File: src/rtl/bist_chk_pkg.sv
package bist_chk_pkg;

   typedef enum logic [1:0] {
      ST_CLEAN  = 2'b00,
      ST_NO_DLM = 2'b01,
      ST_TX_ERR = 2'b10,
      ST_RSVD   = 2'b11
   } bist_stat_e;

   typedef enum logic [1:0] {
      PH_IDLE = 2'd0,
      PH_WAIT = 2'd1,
      PH_RUN  = 2'd2
   } bist_phase_e;

endpackage

File: src/rtl/bist_seq_ctrl.sv
module bist_seq_ctrl
   import bist_chk_pkg::*;
#(
   parameter int IDX_W = 4,
   parameter int LEN_W = 16
) (
   input  logic             clk,
   input  logic             rst_n,
   input  logic             start_i,
   input  logic             delim_i,
   input  logic             any_err_i,
   input  logic [IDX_W-1:0] top_lane_i,
   input  logic             stop_on_err_i,
   input  logic             loop_i,
   input  logic [LEN_W-1:0] test_len_i,
   output logic             run_o,
   output bist_stat_e       status_o,
   output logic [IDX_W-1:0] lane_o,
   output logic             done_o
);

   bist_phase_e      phase_q;
   bist_stat_e       status_q;
   logic [IDX_W-1:0] lane_q;
   logic             done_q;
   logic [LEN_W-1:0] words_q;
   logic [LEN_W-1:0] last_word;
   logic             halt_err;
   logic             halt_len;

   assign last_word = (test_len_i == '0) ? '0 : test_len_i - LEN_W'(1);
   assign halt_err  = any_err_i && stop_on_err_i;
   assign halt_len  = !loop_i && (words_q >= last_word);

   always_ff @(posedge clk) begin
      if (!rst_n) begin
         phase_q  <= PH_IDLE;
         status_q <= ST_CLEAN;
         lane_q   <= '0;
         done_q   <= 1'b0;
         words_q  <= '0;
      end else if (start_i) begin
         phase_q  <= PH_WAIT;
         status_q <= ST_NO_DLM;
         lane_q   <= '0;
         done_q   <= 1'b0;
         words_q  <= '0;
      end else begin
         case (phase_q)
            PH_WAIT: begin
               if (delim_i) begin
                  phase_q  <= PH_RUN;
                  status_q <= ST_CLEAN;
               end
            end
            PH_RUN: begin
               if (any_err_i && status_q == ST_CLEAN) begin
                  status_q <= ST_TX_ERR;
                  lane_q   <= top_lane_i;
               end
               if (halt_err || halt_len) begin
                  phase_q <= PH_IDLE;
                  done_q  <= 1'b1;
               end else if (!loop_i) begin
                  words_q <= words_q + LEN_W'(1);
               end
            end
            default: ;
         endcase
      end
   end

   assign run_o    = (phase_q == PH_RUN) && !start_i;
   assign status_o = status_q;
   assign lane_o   = lane_q;
   assign done_o   = done_q;

   assert_no_rsvd_code_R6: assert property (@(posedge clk) disable iff (!rst_n)
      status_q != ST_RSVD);

   assert_lane_sticky_R6: assert property (@(posedge clk) disable iff (!rst_n)
      (status_q == ST_TX_ERR && !start_i) |=> $stable(lane_q));

   assert_wait_dlm_R3: assert property (@(posedge clk) disable iff (!rst_n)
      (phase_q == PH_WAIT && !delim_i && !start_i) |=> status_q == ST_NO_DLM);

   assert_done_idle_R9: assert property (@(posedge clk) disable iff (!rst_n)
      done_q |-> phase_q == PH_IDLE);

   assert_loop_no_done_R10: assert property (@(posedge clk) disable iff (!rst_n)
      (loop_i && phase_q == PH_RUN && !halt_err && !start_i) |=> !done_q);

   assert_restart_R11: assert property (@(posedge clk) disable iff (!rst_n)
      start_i |=> (status_q == ST_NO_DLM && !done_q && lane_q == '0));

endmodule

File: config.mk
export PLATFORM = sky130hd
export DESIGN_NAME = bist_seq_ctrl
export DESIGN_NICKNAME = d
export VERILOG_FILES = /design/src/rtl/bist_chk_pkg.sv /design/src/rtl/bist_seq_ctrl.sv
export SDC_FILE = /design/constraint.sdc
export NUM_CORES = 1
export LEC_CHECK = 0
export ABC_AREA = 1
export BUFFER_PORTS_ARGS = -buffer_cell sky130_fd_sc_hd__buf_2
export CORE_MARGIN = 2
export CORE_UTILIZATION = 50
export DETAILED_ROUTE_END_ITERATION = 6
export GPL_ROUTABILITY_DRIVEN = 0
export PLACE_DENSITY = 0.72
export SETUP_SLACK_MARGIN = 0.02
export SLEW_MARGIN = 20
export SYNTH_ARGS = -nofsm -noshare
export SYNTH_HDL_FRONTEND = slang
export SYNTH_SLANG_ARGS = --single-unit
File: constraint.sdc
create_clock -name clk -period 4.2 [get_ports clk]
set_clock_uncertainty 0.05 [all_clocks]
set_input_delay 0.42 -clock clk [delete_from_list [all_inputs] [get_ports clk]]
set_output_delay 0.42 -clock clk [all_outputs]
set_load 0.03 [all_outputs]
==> impl_metrics.tcl <==
set metrics [dict create \
    synth_top_area_cell "dfxtp_1" \
    reg2reg_from "words_q[11]" \
    critPathRequiredTime_ns 4.37 \
    start_kind "input port" \
    utilization 0.567 \
    ys_seq_area_frac 0.225 \
    synthAdderAreaFrac 0.107 \
    die_area_um2 5000 \
    grt_pass1_vias 2008 \
    num_rows 24 \
    ys_warn_count 0 \
    p_leak_uw 0.00108 \
    netlist_instances 328 \
    setup_tns_ns 0 \
    hpwl_um 3820 \
    dpl-instance-area_um2 2410 \
    routed_wl_um 4800 \
    die_w_um 70.7 \
    rsz0062_at_grt "no" \
    synthXorXnorAreaFrac 0.0787 \
    grt_pass1_wl_um 8480 \
    slowest_stage "nor3_1" \
    post_synth.cell_area_avg_um2 6.79 \
    wl_per_cell_um 11.6 \
    async_flop_share 0 \
    synth_nets 374 \
    worst_slew_pin_slew_ns 0.623 \
    cts.sinks 25 \
    clock_path_buffers 2 \
    synth-simple-area-share 0.392 \
    period_share 0.746 \
    synth.area.mux_share 0 \
    min_period_ns 3.13 \
    io_pins 35 \
    powerDensity_nw_per_um2 187 \
    outcome "finished clean" \
    drtAntennaViolNets 0 \
    core_area_um2 4320 \
    port_buffers 34 \
    synth_top_area_frac 0.225 \
    drv_slew 0 \
    cts_tree "yes" \
    final_nets 407 \
    synth.distinct_cells 31 \
    synth.area.top_cells "dfxtp_1, ha_1, nand2_1" \
    hold_depth 3 \
    final_area_um2 2450 \
    maxCapViolCount 0 \
    viasPerCell 5.32 \
    crit_path_end_kind "register" \
    cts_buffers 3 \
    synth_enable_flop_cells 0 \
    critPathArrivalTime_ns 3.30 \
    antenna_found_initial 0 \
    route.detailed.drc 0 \
    max-vdd-ir-drop_uv 94.8 \
    synth_top_family_by_area "simple AND/OR/NAND/NOR gates" \
    yosysMostFrequentCell "nand2_1" \
    relSlewSlack 0.582 \
    initial_core_util 0.515 \
    worstHoldPathType "input port to register" \
    pre_cts_slack_ns 0.781 \
    cts_setup_buffers 0 \
    ys_ff_latch 25 \
    fmax_ghz 0.319 \
    ys_top_cells_by_count "nand2_1, nor2_1, inv_1" \
    clk_latency_ns 0.27 \
    synthFlopType "dfxtp_1" \
    worstSetupPathType "input port to register" \
    ff2ff_setup_slack_ns 2.06 \
    crit_top_cell "inv_1" \
    dr.pass1.iters 4 \
    clkTransAtPathRegs_ns 0.09 \
    synth-compound-area-share 0.105 \
    setup_viol 0 \
    rr_endpoint "words_q[1]" \
    worstPathCellList "buf_2 -> inv_1 -> ha_1 -> inv_1 -> nor3_1 -> nand4_1 -> o21ai_0 -> nand3b_1 -> ha_1 -> nand2_1 -> o21ai_0 -> a21oi_1 -> nand2_2 -> nand2_4 -> nand3_4 -> inv_1 -> nor2_1 -> nor2_1" \
    min_to "lane_o[2]" \
    cp_slowest_stage_delay_ns 0.42 \
    hold_viol_final 0 \
    num_vias 2190 \
    postCtsHoldBufs 0 \
    track_usage 0.202 \
    clockRootBuffer "clkbuf_8" \
    die_y_um 70.7 \
    grt_max_degree 20 \
    rr_worst_depth 10 \
    syn_area_um2 2230 \
    layout-drive-gt1-share 0.211 \
    cts.htree.levels 1 \
    grt_overflow_total 0 \
    first_iter_violations 163 \
    setup_ws_ns 1.07 \
    diodes 0 \
    critical_path.max_fanout 19 \
    post_cts_resized 0 \
    syn_to_final_growth_pct 10.2 \
    hp-start "top_lane_i[2]" \
]
layout by cell type, fill, tap and decap left out, types with 3 or more instances in the layout:
cell / synthesis / routed
nor3_2: 3 / 3
clkbuf_8: 0 / 3
a21oi_2: 10 / 10
a21oi_1: 18 / 18
o21ai_0: 10 / 10
nand4_1: 24 / 24
nor2_1: 48 / 48
xor2_1: 9 / 9
nand2_1: 57 / 57
nor2_2: 3 / 3
nor3_1: 5 / 5
ha_1: 19 / 19
dfxtp_1: 25 / 25
nand3_1: 15 / 15
xnor2_1: 11 / 11
inv_1: 37 / 37
nand2_2: 14 / 14
buf_2: 1 / 34
kinds of logic after synthesis:
group	after synthesis
buffers and inverters	46
XOR/XNOR	20
adder cells (fa/ha/maj)	19
AND/OR/NAND/NOR	179
AO/OA/AOI/OAI	39
flip-flops	25
area by class of cell:
type / instances / area, µm²
fill: 438 / 1870
multi-input combinational: 257 / 1520
sequential: 25 / 500
timing repair buffer: 34 / 170
inverter: 40 / 150
tap: 52 / 65.1
clock buffer: 3 / 41.3
clock inverter: 1 / 5.00
critical path: cells and delay by family:
kind / cells / cell delay, ns
AO/OA/AOI/OAI: 3 / 0.50
AND/OR/NAND/NOR: 9 / 1.50
buffers and inverters: 4 / 0.42
adder cells (fa/ha/maj): 2 / 0.45
worst max path at each step:
stage,start,cells past startpoint,to,slack (ns)
5_1_grt,test_len_i[0],18,words_q[0],0.71
2_1_floorplan,test_len_i[0],17,words_q[5],1.53
3_5_place_dp,test_len_i[0],17,words_q[8],0.78
3_3_place_gp,test_len_i[0],17,words_q[6],0.82
6_report,test_len_i[0],18,words_q[1],1.07
4_1_cts,test_len_i[0],18,words_q[0],1.05
through the flow:
| step | instances | total power, µW | hold WS (ns) |
|---|---|---|---|
| global placement | 408 | 320 | 0.400 |
| floorplan | 328 | 295 | 0.421 |
| global route | 412 | 483 | 0.395 |
| detailed placement | 408 | 322 | 0.409 |
| CTS | 412 | 461 | 0.346 |
| finish | 412 | 459 | 0.344 |
state kept, by name, summed over array words and instances (netlist names):
register / flops
done_o: 1
lane_o: 4
phase_q: 2
status_o: 2
words_q: 16
layer usage:
layer,vias up,wire (µm),GRT usage
li1,1148,-,-
met1,975,2280,0.265
met2,55,2290,0.354
met3,12,146,0.0171
met4,0,74,0.0608
met5,-,0,0
power breakdown:
part           internal [µW]  total (µW)  leakage, µW  switching (µW)
clock network           66.4         143    0.0000255            76.8
registers                239         241     0.000202            1.84
logic                   28.3        75.6     0.000849            47.4
total                    333         459      0.00108             126
(Power assumes the default switching activity.)
